**src/rtl/qspi_rd_pkg.sv**
```systemverilog
package qspi_rd_pkg;

    localparam logic [7:0] OPC_QIO_READ = 8'hEB;
    localparam logic [7:0] MODE_STAY    = 8'hA0;
    localparam logic [7:0] MODE_LEAVE   = 8'h00;

    localparam int CMD_CLKS = 8;
    localparam int ADR_CLKS = 8;   // six address clocks plus two mode clocks
    localparam int DUM_CLKS = 4;
    localparam int RST_CLKS = 8;
    localparam int GAP_CYC  = 2;

    typedef enum logic [2:0] {
        ST_IDLE,
        ST_CMD,
        ST_ADR,
        ST_DUM,
        ST_DATA,
        ST_MRST,
        ST_GAP
    } seq_st_e;

    typedef struct packed {
        logic [23:0] addr;
        logic [7:0]  mode;
    } adr_frame_t;

    function automatic logic [7:0] mode_byte(input logic stay);
        return stay ? MODE_STAY : MODE_LEAVE;
    endfunction

    function automatic logic [3:0] oe_for(input seq_st_e st);
        logic [3:0] oe;
        case (st)
            ST_CMD:          oe = 4'b0001;
            ST_ADR, ST_MRST: oe = 4'b1111;
            default:         oe = 4'b0000;
        endcase
        return oe;
    endfunction

endpackage

```
**src/rtl/qspi_rx_buf.sv**
```systemverilog
module qspi_rx_buf (
    input  logic       clk,
    input  logic       rst,
    input  logic       cap_hi,
    input  logic       cap_lo,
    input  logic [3:0] io_i,
    input  logic       out_ready,
    output logic       out_valid,
    output logic [7:0] out_data,
    output logic       hold
);
    logic [3:0] hi_q;

    assign hold = out_valid && !out_ready;

    always_ff @(posedge clk) begin
        if (rst) begin
            hi_q      <= '0;
            out_valid <= 1'b0;
            out_data  <= '0;
        end else begin
            if (cap_hi) begin
                hi_q <= io_i;
            end
            if (cap_lo) begin
                out_data  <= {hi_q, io_i};
                out_valid <= 1'b1;
            end else if (out_ready) begin
                out_valid <= 1'b0;
            end
        end
    end
endmodule

```
**src/rtl/qspi_frame_seq.sv**
```systemverilog
module qspi_frame_seq
    import qspi_rd_pkg::*;
#(
    parameter int LEN_W = 16
) (
    input  logic             clk,
    input  logic             rst,
    input  logic             req_valid,
    input  logic [23:0]      req_addr,
    input  logic [LEN_W-1:0] req_len,
    input  logic             req_stay,
    input  logic             mrst_valid,
    input  logic             hold,
    output logic             req_ready,
    output logic             cs_n,
    output logic             sclk,
    output logic [3:0]       io_o,
    output logic [3:0]       io_oe,
    output logic             cap_hi,
    output logic             cap_lo
);
    localparam int CNT_W = 4;
    localparam logic [CNT_W-1:0] CMD_LAST = CNT_W'(CMD_CLKS - 1);
    localparam logic [CNT_W-1:0] ADR_LAST = CNT_W'(ADR_CLKS - 1);
    localparam logic [CNT_W-1:0] DUM_LAST = CNT_W'(DUM_CLKS - 1);
    localparam logic [CNT_W-1:0] RST_LAST = CNT_W'(RST_CLKS - 1);
    localparam logic [CNT_W-1:0] GAP_LAST = CNT_W'(GAP_CYC - 1);

    seq_st_e          st;
    logic             sclk_q;
    logic [CNT_W-1:0] cnt;
    logic [7:0]       op_sh;
    logic [31:0]      am_sh;
    logic [LEN_W-1:0] rem;
    logic             nib;
    logic             last;
    logic             cont;
    logic             stay_q;
    logic             cap_en;
    adr_frame_t       load_fr;

    assign load_fr   = '{addr: req_addr, mode: mode_byte(req_stay)};
    assign req_ready = (st == ST_IDLE);
    assign sclk      = sclk_q;
    assign cap_en    = (st == ST_DATA) && !sclk_q && !hold;
    assign cap_hi    = cap_en && !nib;
    assign cap_lo    = cap_en && nib;
    assign io_oe     = oe_for(st);

    always_comb begin
        io_o = '0;
        case (st)
            ST_CMD:  io_o = {3'b000, op_sh[7]};
            ST_ADR:  io_o = am_sh[31:28];
            ST_MRST: io_o = 4'hF;
            default: io_o = '0;
        endcase
    end

    always_ff @(posedge clk) begin
        if (rst) begin
            st     <= ST_IDLE;
            cs_n   <= 1'b1;
            sclk_q <= 1'b0;
            cnt    <= '0;
            op_sh  <= '0;
            am_sh  <= '0;
            rem    <= '0;
            nib    <= 1'b0;
            last   <= 1'b0;
            cont   <= 1'b0;
            stay_q <= 1'b0;
        end else begin
            case (st)
                ST_IDLE: begin
                    if (mrst_valid) begin
                        st   <= ST_MRST;
                        cs_n <= 1'b0;
                        cnt  <= RST_LAST;
                    end else if (req_valid) begin
                        cs_n   <= 1'b0;
                        op_sh  <= OPC_QIO_READ;
                        am_sh  <= load_fr;
                        stay_q <= req_stay;
                        rem    <= req_len;
                        nib    <= 1'b0;
                        last   <= 1'b0;
                        st     <= cont ? ST_ADR : ST_CMD;
                        cnt    <= cont ? ADR_LAST : CMD_LAST;
                    end
                end
                ST_GAP: begin
                    if (cnt == '0) st <= ST_IDLE;
                    else           cnt <= cnt - 1'b1;
                end
                default: begin
                    if (!sclk_q) begin
                        // rising half: flash and engine both sample here
                        if (!(st == ST_DATA && hold)) begin
                            sclk_q <= 1'b1;
                            if (st == ST_DATA) begin
                                nib <= ~nib;
                                if (nib) begin
                                    last <= (rem == '0);
                                    if (rem != '0) rem <= rem - 1'b1;
                                end
                            end
                        end
                    end else begin
                        // falling half: present the next bit or move on
                        sclk_q <= 1'b0;
                        case (st)
                            ST_CMD: begin
                                op_sh <= op_sh << 1;
                                if (cnt == '0) begin
                                    st  <= ST_ADR;
                                    cnt <= ADR_LAST;
                                end else begin
                                    cnt <= cnt - 1'b1;
                                end
                            end
                            ST_ADR: begin
                                am_sh <= am_sh << 4;
                                if (cnt == '0) begin
                                    st   <= ST_DUM;
                                    cnt  <= DUM_LAST;
                                    cont <= stay_q;
                                end else begin
                                    cnt <= cnt - 1'b1;
                                end
                            end
                            ST_DUM: begin
                                if (cnt == '0) st <= ST_DATA;
                                else           cnt <= cnt - 1'b1;
                            end
                            ST_DATA: begin
                                if (!nib && last) begin
                                    st   <= ST_GAP;
                                    cs_n <= 1'b1;
                                    cnt  <= GAP_LAST;
                                end
                            end
                            ST_MRST: begin
                                if (cnt == '0) begin
                                    st   <= ST_GAP;
                                    cs_n <= 1'b1;
                                    cnt  <= GAP_LAST;
                                    cont <= 1'b0;
                                end else begin
                                    cnt <= cnt - 1'b1;
                                end
                            end
                            default: st <= ST_IDLE;
                        endcase
                    end
                end
            endcase
        end
    end
endmodule

```
**src/rtl/qspi_quad_reader.sv**
```systemverilog
module qspi_quad_reader
    import qspi_rd_pkg::*;
#(
    parameter int LEN_W = 16
) (
    input  logic             clk,
    input  logic             rst,
    input  logic             req_valid,
    output logic             req_ready,
    input  logic [23:0]      req_addr,
    input  logic [LEN_W-1:0] req_len,
    input  logic             req_stay,
    input  logic             mrst_valid,
    output logic             out_valid,
    input  logic             out_ready,
    output logic [7:0]       out_data,
    output logic             cs_n,
    output logic             sclk,
    output logic [3:0]       io_o,
    output logic [3:0]       io_oe,
    input  logic [3:0]       io_i
);
    logic hold;
    logic cap_hi;
    logic cap_lo;

    qspi_frame_seq #(.LEN_W(LEN_W)) u_seq (
        .clk        (clk),
        .rst        (rst),
        .req_valid  (req_valid),
        .req_addr   (req_addr),
        .req_len    (req_len),
        .req_stay   (req_stay),
        .mrst_valid (mrst_valid),
        .hold       (hold),
        .req_ready  (req_ready),
        .cs_n       (cs_n),
        .sclk       (sclk),
        .io_o       (io_o),
        .io_oe      (io_oe),
        .cap_hi     (cap_hi),
        .cap_lo     (cap_lo)
    );

    qspi_rx_buf u_rx (
        .clk       (clk),
        .rst       (rst),
        .cap_hi    (cap_hi),
        .cap_lo    (cap_lo),
        .io_i      (io_i),
        .out_ready (out_ready),
        .out_valid (out_valid),
        .out_data  (out_data),
        .hold      (hold)
    );
endmodule

```
**config.mk**
```make
export PLATFORM = sky130hd
export DESIGN_NAME = qspi_quad_reader
export DESIGN_NICKNAME = d
export VERILOG_FILES = /design/src/rtl/qspi_rd_pkg.sv /design/src/rtl/qspi_rx_buf.sv /design/src/rtl/qspi_frame_seq.sv /design/src/rtl/qspi_quad_reader.sv
export SDC_FILE = /design/constraint.sdc
export NUM_CORES = 1
export LEC_CHECK = 0
export BUFFER_PORTS_ARGS = -buffer_cell sky130_fd_sc_hd__buf_2
export CAP_MARGIN = 20
export CORE_UTILIZATION = 45
export CTS_CLUSTER_SIZE = 30
export DETAILED_ROUTE_END_ITERATION = 6
export MAX_ROUTING_LAYER = met4
export PLACE_DENSITY = 0.74
export SLEW_MARGIN = 20
export SYNTH_ARGS = -nofsm -noshare
export SYNTH_HDL_FRONTEND = slang
export SYNTH_SLANG_ARGS = --single-unit
```
**constraint.sdc**
```tcl
create_clock -name clk -period 2.4 [get_ports clk]
set_clock_uncertainty 0.2 [all_clocks]
set_input_delay 0.12 -clock clk [delete_from_list [all_inputs] [get_ports clk]]
set_output_delay 0.12 -clock clk [all_outputs]
set_load 0.01 [all_outputs]
```
== After elaboration in Yosys (flattened, before gate mapping) ==
Index checks and enable logic that the tools add are counted.

* Register bits: 82
* Output and inout bits: 20

* Reduce and logical (&&, ||, !) cells: 38
* Add/sub/neg operators: 2
* Equal/unequal tests: 20
* Mux-type cells: 67
* Bitwise operators: 4

{| class="wikitable"
|+ Operators by type and width
! operator !! number
|-
| two-way mux 32 bit || 4
|-
| two-way mux 16 bit || 7
|-
| case mux 32 bit (2 select lines) || 1
|-
| two-way mux 8 bit || 5
|-
| two-way mux 4 bit || 8
|-
| case mux 16 bit (2 select lines) || 1
|-
| two-way mux 3 bit || 9
|-
| case mux 4 bit (5 select lines) || 1
|-
| two-way mux 1 bit || 19
|-
| zero test 16 bit || 1
|-
| case mux 4 bit (2 select lines) || 2
|-
| case mux 8 bit (2 select lines) || 1
|-
| AND reduction 8 bit || 2
|-
| nonzero test 16 bit || 1
|-
| nonzero test 2 bit || 8
|-
| subtractor 16 x 1 -> 16 bit (second input constant) || 1
|-
| inequality test 3 x 2 -> 1 bit (second input constant) || 5
|-
| case mux 3 bit (5 select lines) || 1
|-
| AND reduction 5 bit || 3
|-
| case mux 4 bit (3 select lines) || 1
|-
| AND reduction 6 bit || 2
|-
| case mux 1 bit (2 select lines) || 5
|-
| == test 3 bit (second input constant) || 3
|-
| inequality test 2 bit (second input constant) || 4
|-
| 19 further kinds || 36
|}

== Longest topological paths before layout ==
Gate-level depths: netlist of run 1.

* Depth in word-level cells: 7
* Gate-level depth with buffers: 10
* Gate-level depth less buffers: 10

== By module ==
Synthesis of run 1 repeated with hierarchy kept, for this count alone.

* Cells, all modules: 511
* Area total of the unflattened synthesis: 4045.1 um2

{| class="wikitable"
|+ Modules (own cells, without submodules)
! module !! cells an instance !! instances !! area an instance (um2)
|-
| qspi_frame_seq || 469 || 1 || 3582.2
|-
| qspi_rx_buf || 42 || 1 || 462.9
|}

== Worst setup path before layout of run 1 ==
Ideal clock, no wire load.

* Kind: reg2reg
* From: register u_seq.rem[7]
* To: register u_seq.rem[11]
* Arrival: 1996 ps
* Setup slack: 69 ps
* Buffers on the path: 2
* Setup time: 134 ps
* Period minus slack after synthesis: 2331 ps
* Stages on the path, launching flop included: 8
* Cells stage by stage: dfxtp_1 -> or4_4 -> or3_1 -> nor4_4 -> or2_1 -> buf_4 -> buf_6 -> o31ai_1

* Word-level cells in the longest chain between the ends: 7
* Elaborated cells on any way between the ends: 10

{| class="wikitable"
|+ Ends and longest elaborated chain
! item !! RTL line !! source
|-
| start, declared || qspi_frame_seq.sv:34 || <nowiki>logic [LEN_W-1:0] rem;</nowiki>
|-
| start signal, assigned || qspi_frame_seq.sv:85 || <nowiki>rem <= req_len;</nowiki>
|-
| start signal, assigned || qspi_frame_seq.sv:105 || <nowiki>if (rem != '0) rem <= rem - 1'b1;</nowiki>
|-
| subtractor 16 x 1 -> 16 bit || qspi_frame_seq.sv:105 ||
|-
| two-way mux 16 bit || qspi_frame_seq.sv:105 ||
|-
| two-way mux 16 bit || qspi_frame_seq.sv:103 || <nowiki>if (nib) begin</nowiki>
|-
| two-way mux 16 bit || qspi_frame_seq.sv:101 || <nowiki>if (st == ST_DATA) begin</nowiki>
|-
| two-way mux 16 bit || qspi_frame_seq.sv:99 || <nowiki>if (!(st == ST_DATA && hold)) begin</nowiki>
|-
| two-way mux 16 bit || qspi_frame_seq.sv:97 || <nowiki>if (!sclk_q) begin</nowiki>
|-
| case mux 16 bit (2 select lines) || qspi_frame_seq.sv:74 || <nowiki>case (st)</nowiki>
|}

Parallel ways exist; a longest one is shown, timed or not. The select of a mux whose other input is x is not followed.
A chain may end at the register's enable or synchronous reset.

== Worst setup path in the final report of run 1 ==
* From: register u_seq.st[0]
* To: register u_seq.rem[11]

* Word-level cells in the longest chain between the ends: 4
* Elaborated cells on any way between the ends: 14

{| class="wikitable"
|+ Ends and longest elaborated chain
! item !! RTL line !! source
|-
| start, declared || qspi_frame_seq.sv:29 || <nowiki>seq_st_e st;</nowiki>
|-
| start signal, assigned || qspi_frame_seq.sv:88 || <nowiki>st <= cont ? ST_ADR : ST_CMD;</nowiki>
|-
| == test 3 bit || qspi_frame_seq.sv:99, qspi_frame_seq.sv:101 ||
|-
| logical AND 1 bit || qspi_frame_seq.sv:99 ||
|-
| inequality test 2 bit (no line) || -- ||
|-
| AND reduction 8 bit (no line) || -- ||
|}

Parallel ways exist; a longest one is shown, timed or not.

==> results of run 1 <==
logic make-up after synthesis:
family	Yosys count	share of synthesized area
flip-flops	75	0.3857
multiplexers	18	0.04629
buffers and inverters	56	0.06686
adder cells (fa/ha/maj)	4	0.01286
AO/OA/AOI/OAI	127	0.2385
AND/OR/NAND/NOR	208	0.2498
timing repair:
| item | CTS | global route |
|---|---|---|
| endpoints found under the hold margin | 52 | 0 |
| setup endpoints to repair | 1 | 14 |
| cloned | 0 | 0 |
| pin swaps | 0 | 2 |
| setup buffers | 0 | 2 |
| gates resized for setup | 1 | 17 |
| hold buffers | 47 | 0 |
synth_stat cells (2+ instances only):
cell       number
clkbuf_1       33
o22ai_1         2
nor2b_1        10
a311oi_1       20
o221a_2         5
o21a_1          2
o31ai_1        11
buf_2           3
buf_6           4
nand3_1         3
nor3b_1         3
or3_1           4
inv_1          10
nand3b_1        3
nor3_1         14
buf_1           2
nand2b_1       12
ha_1            4
a2111oi_0       3
nand2_1        65
a22oi_1         5
o311ai_1        2
or4_1           2
a21oi_1        33
mux2i_1        18
nor4_1          3
o311ai_0       13
dfxtp_1        75
o21ai_0        13
and3_1          5
o31ai_2         4
and2_1          4
a211oi_1        7
buf_4           3
nor2_1         73
final cells by class:
class / count / area (sq um)
clock buffers: 10 / 137.6
clock inverters: 6 / 40.04
fillers: 722 / 3287
inverters: 11 / 46.29
multi-input cells: 357 / 2166
flip-flops and latches: 75 / 1501
well taps: 105 / 131.4
repair buffers: 138 / 989.7
routing by layer:
layer	track usage	up-vias	wire (um)
met4	0.09596	0	208
li1	-	1961	-
met1	0.3145	1869	4641
met2	0.3945	137	4954
met5	-	-	0
met3	0.04428	21	483
metrics by stage:
step                      hold WS (ns)  area (sq um)  TNS (ns)  cells
after floorplan                0.05602          3892         0    488
after global placement          0.1719          4310         0    637
after detailed placement        0.1781          4310         0    637
after CTS                      0.06632          4960         0    700
after global routing           0.08904          5012  -0.01838    702
final                          0.07659          5012         0    702
worst min-delay path: cells and delay by family:
| kind | cells | cell delay (ns) |
|---|---|---|
| AND/OR/NAND/NOR | 3 | 0.29 |
| AO/OA/AOI/OAI | 1 | 0.05 |
| buffers and inverters | 1 | 0.12 |
flip-flops by register name (all words and copies together) (netlist names):
name and flops:
u_seq.st 3, u_seq.nib 1, u_seq.rem 16, u_seq.cnt 4
u_seq.sclk 1, u_seq.stay_q 1, u_rx.out_data 8, u_rx.hi_q 4
u_seq.cont 1, u_seq.last 1, u_seq.op_sh 8, u_seq.am_sh 25
u_rx.out_valid 1, u_seq.cs_n 1
power by group through the flow:
| stage | logic [mW] | registers [mW] | clock network (mW) |
|---|---|---|---|
| 2_1_floorplan | 2.82 | 1.75 | 0 |
| 3_3_place_gp | 3.69 | 1.78 | 0 |
| 3_5_place_dp | 3.75 | 1.80 | 0 |
| 4_1_cts | 3.84 | 1.77 | 0.918 |
| 5_1_grt | 4.47 | 1.82 | 0.972 |
| 6_report | 4.04 | 1.78 | 0.897 |
worst paths after layout:
check             cells past startpoint         start         endpoint
setup / recovery                      7   u_seq.st[0]    u_seq.rem[11]
setup reg to reg                      7   u_seq.st[0]    u_seq.rem[11]
hold reg to reg                       2  u_seq.stay_q     u_seq.stay_q
hold / removal                        5     req_valid  u_seq.am_sh[10]
==> qor.txt, run 1 <==
status -> finished clean
worst vdd ir -> 0.0007415 V
fin crit period -> 2.370 ns
largest net degree at the start of global routing -> 70
final core utilization -> 0.6040
clock latency on the worst-skew pair -> 0.35 ns
final setup violation count -> 0
Worst Path Buf+Inv -> 2
fin nets -> 646
Avg Inst Size Synth -> 7.976 sq um
overall power -> 6.723 mW
total grt overflow -> 0
Core Area -> 8299 sq um
Ant. Diodes -> 0
Syn Nets -> 542
dpl ws -> 0.01928 ns
WP data required -> 2.40 ns
final HPWL from detailed placement -> 6375 um
worst-margin pin slew -> 0.7324 ns
count of final max-slew check failures -> 0
CTS tree -> done
chip width -> 95.01 um
initial antenna violation count -> 0
final WL -> 10290 um
distinct cell type count after synthesis -> 50
predominant post-synthesis flop cell -> dfxtp_1
Initial Utilization -> 0.4690
most common cell after layout, fill and taps aside -> dfxtp_1
deepest clock path buffer count -> 2
Reg2Reg Setup Slack -> 0.03 ns
total die area -> 9026 sq um
Post-synth EDFFs -> 0
routed vias -> 3988
max frequency -> 0.4220 GHz
Comb pwr share -> 0.601
Fin. Hold Viols -> 0
Max Cap Viol -> 0
DR vias/cell -> 5.681
vias in the first global route -> 3785
CP max-delay cell -> a221o_2
CTS Sinks -> 75
Avg WL per Cell -> 14.66 um
Worst path top cell family by delay -> compound AO/OA/AOI/OAI gates
Reg clk slew, reported paths -> 0.08 ns
Post-Syn Area -> 3892 sq um
Die H -> 95.01 um
biggest area consumer among synthesized cells -> dfxtp_1
Routed Antenna Nets -> 0
internal power -> 3.626 mW
sequential-to-total area share from yosys stat -> 0.3857
final setup margin -> 0.03048 ns
FP Rows -> 33
layout cell share with drive strength beyond 1 -> 0.2161
period utilization -> 0.9873
Leak -> 2.072 nW
CP startpoint kind -> flop
Crit path arrival time -> 2.37 ns
commonest non-fill, non-tap cells in the layout -> dfxtp_1, nor2_1, buf_2
H-tree depth -> 3
DRC viols -> 0
post-synth top area share -> 0.3857
critical path class -> flop to flop
crit path max fanout -> 9
top area cells in the synthesized netlist -> dfxtp_1, nor2_1, nand2_1
clock root buffer -> clkbuf_8
total CTS buffers -> 9
Net Sw Frac -> 0.4606
FFs w/ async S/R, synth -> 0
Rel. slew slack -> 0.5117
first-pass GRT wire length -> 17080 um
DRT Pass-1 Iters -> 5
Clock power frac -> 0.133
#FFs+latches synth -> 75
Worst Setup End Kind -> flop
Post-Syn Instances -> 488
power share of the sequential group -> 0.265
Power Density -> 1341 nW/um^2
sw power -> 3.097 mW
worst path cell trace -> or3_4 > clkinv_4 > nand2_2 > a221o_2 > buf_4 > o311ai_0 > o31ai_1
GRT Overall Usage -> 0.2490
Hold WC Path Type -> input pin to flop
Ports -> 70
Worst path max stage delay -> 0.42 ns
GPL Wtd Cong -> 0.8668
port bufs -> 69
Area Overhead vs Synth -> 28.77%
DRT iter0 DRCs -> 339
Ys Warns -> 0
No activity file was read; power rests on OpenSTA's default activity.
==> run 2, diff against run 1 <==
Settings changed: PLACE_DENSITY 0.74 to 0.72.
Clock period 2.4 ns to 2.75 ns, I/O delays scaled along.
==> run 2 against run 1 <==
Sequential cell count unchanged. Largest cell class unchanged. Via count fell by 2.6%. First-iteration DRC count is 17% lower.
==> qor.txt, run 2 (same netlist as run 1, synthesis figures left out) <==
Max Cap Viol -> 0
worst vdd ir -> 0.0005394 V
DRT Pass-1 Iters -> 5
Core Area -> 8299 sq um
max frequency -> 0.4006 GHz
Hold WC Path Type -> input pin to flop
internal power -> 2.984 mW
clock latency on the worst-skew pair -> 0.36 ns
FP Rows -> 33
DR vias/cell -> 5.566
clock root buffer -> clkbuf_8
final HPWL from detailed placement -> 6387 um
GRT Overall Usage -> 0.2384
commonest non-fill, non-tap cells in the layout -> dfxtp_1, nor2_1, buf_2
launch point of the worst path -> u_seq.st[0]
sw power -> 2.590 mW
largest net degree at the start of global routing -> 70
worst path cell trace -> or3_1 > buf_4 > nand2_1 > a221o_1 > buf_4 > a2111oi_0 > a211oi_1
Clock power frac -> 0.134
Fin. Hold Viols -> 0
Comb pwr share -> 0.584
chip width -> 95.01 um
Power Density -> 1129 nW/um^2
crit path max fanout -> 33
RSZ-0062 raised after global routing -> no
critical path class -> flop to flop
hold path depth -> 5
H-tree depth -> 3
overall power -> 5.574 mW
port bufs -> 69
hold endpoint -> u_seq.am_sh[8]
Routed Antenna Nets -> 0
Worst Setup End Kind -> flop
Ant. Diodes -> 0
CP max-delay cell -> a221o_1
WP data required -> 2.76 ns
vias in the first global route -> 3603
deepest clock path buffer count -> 2
CP startpoint kind -> flop
power share of the sequential group -> 0.282
total die area -> 9026 sq um
fin crit period -> 2.496 ns
DRT iter0 DRCs -> 280
count of final max-slew check failures -> 0
DRC viols -> 0
Filler Cell Count -> 747
status -> finished clean
most used cell, CP -> buf_4
final setup violation count -> 0
Post-CTS Setup Repair Bufs -> 0
Rel. slew slack -> 0.4922
routed vias -> 3885
most common cell after layout, fill and taps aside -> dfxtp_1
fin nets -> 642
period utilization -> 0.9078
total grt overflow -> 0
Die H -> 95.01 um
Net Sw Frac -> 0.4646
r2r startpoint -> u_seq.st[0]
first-pass GRT wire length -> 16530 um
Leak -> 2.035 nW
CTS tree -> done
r2r endpoint -> u_seq.rem[1]
Largest register FFs -> 25
Regs by FF count -> u_seq.am_sh: 25 flops, u_seq.rem: 16 flops
GPL Wtd Cong -> 0.8498
HP Start -> req_valid
largest reg by FF count -> u_seq.am_sh
final WL -> 9963 um
Ports -> 70
Reg clk slew, reported paths -> 0.08 ns
FF-to-FF path depth -> 7
CTS Sinks -> 75
total CTS buffers -> 9
final setup TNS -> 0 ns
initial antenna violation count -> 0
Initial Utilization -> 0.4690
Avg WL per Cell -> 14.27 um
Area Overhead vs Synth -> 26.81%
layout cell share with drive strength beyond 1 -> 0.1990
Crit path arrival time -> 2.50 ns
Reg2Reg Setup Slack -> 0.25 ns
worst-margin pin slew -> 0.7617 ns
Worst path max stage delay -> 0.48 ns
run 2: cell count changes in the layout (fill, tap and decap cells not counted), moves of 2 or more:
cell and change:
buf_6 -3, o311ai_0 +8, o311ai_1 -7, or3_1 +2, or3_4 -2
run 2: critical path: cells and delay by family, from the launching register on:
family	cells	cell delay (ns)
AO/OA/AOI/OAI	3	0.98
buffers and inverters	2	0.54
flip-flops	1	0.34
AND/OR/NAND/NOR	2	0.27
run 2: layout make-up:
| cell class | instances | area [sq um] | area share |
|---|---|---|---|
| Clock buffer | 10 | 127.6 | 0.02586 |
| Clock inverter | 6 | 42.54 | 0.008619 |
| Inverter | 11 | 46.29 | 0.009379 |
| Multi-Input combinational cell | 357 | 2136 | 0.4327 |
| Sequential cell | 75 | 1501 | 0.3042 |
| Tap cell | 105 | 131.4 | 0.02662 |
| Timing Repair Buffer | 134 | 950.9 | 0.1926 |
run 2: what timing repair did:
| item | in CTS | in global routing |
|---|---|---|
| resized for setup | 0 | 0 |
| hold endpoints to repair | 52 | 0 |
| setup endpoints to repair | 0 | 0 |
| hold buffers | 47 | 0 |
run 2: layer usage:
| metal | vias up | GRT usage | part of all wire |
|---|---|---|---|
| met1 | 1820 | 0.3010 | 0.46 |
| met3 | 11 | 0.03140 | 0.051 |
| li1 | 1950 | - | - |
| met4 | 0 | 0.07576 | 0.0090 |
| met2 | 104 | 0.3939 | 0.48 |
| met5 | - | - | 0 |
run 2: power groups by stage:
stage	logic (mW)	clock network [mW]	registers (mW)
after detailed placement	3.18	0	1.59
after floorplan	2.46	0	1.53
after global routing	3.64	0.815	1.61
after global placement	3.13	0	1.58
final	3.25	0.750	1.57
after CTS	3.24	0.768	1.57
run 2: worst max-delay path by stage:
| stage | endpoint | slack, ns | depth (start not counted) |
|---|---|---|---|
| 2_1_floorplan | u_seq.rem[11] | 0.42 | 7 |
| 3_3_place_gp | u_seq.rem[1] | 0.35 | 7 |
| 3_5_place_dp | u_seq.rem[1] | 0.25 | 7 |
| 4_1_cts | u_seq.rem[1] | 0.24 | 7 |
| 5_1_grt | u_seq.rem[1] | 0.11 | 7 |
| 6_report | u_seq.rem[1] | 0.25 | 7 |
run 2: per-stage QoR:
step	setup WS, ns	hold WS [ns]	instance area, sq um	instances	utilization
floorplan	0.4191	0.07352	3892	488	-
CTS	0.2358	0.09860	4936	698	0.5948
detailed placement	0.2454	0.1971	4295	635	0.5176
global placement	0.3510	0.1876	4295	635	0.5176
finish	0.2535	0.09004	4936	698	0.5948
global route	0.1074	0.1226	4936	698	0.5948
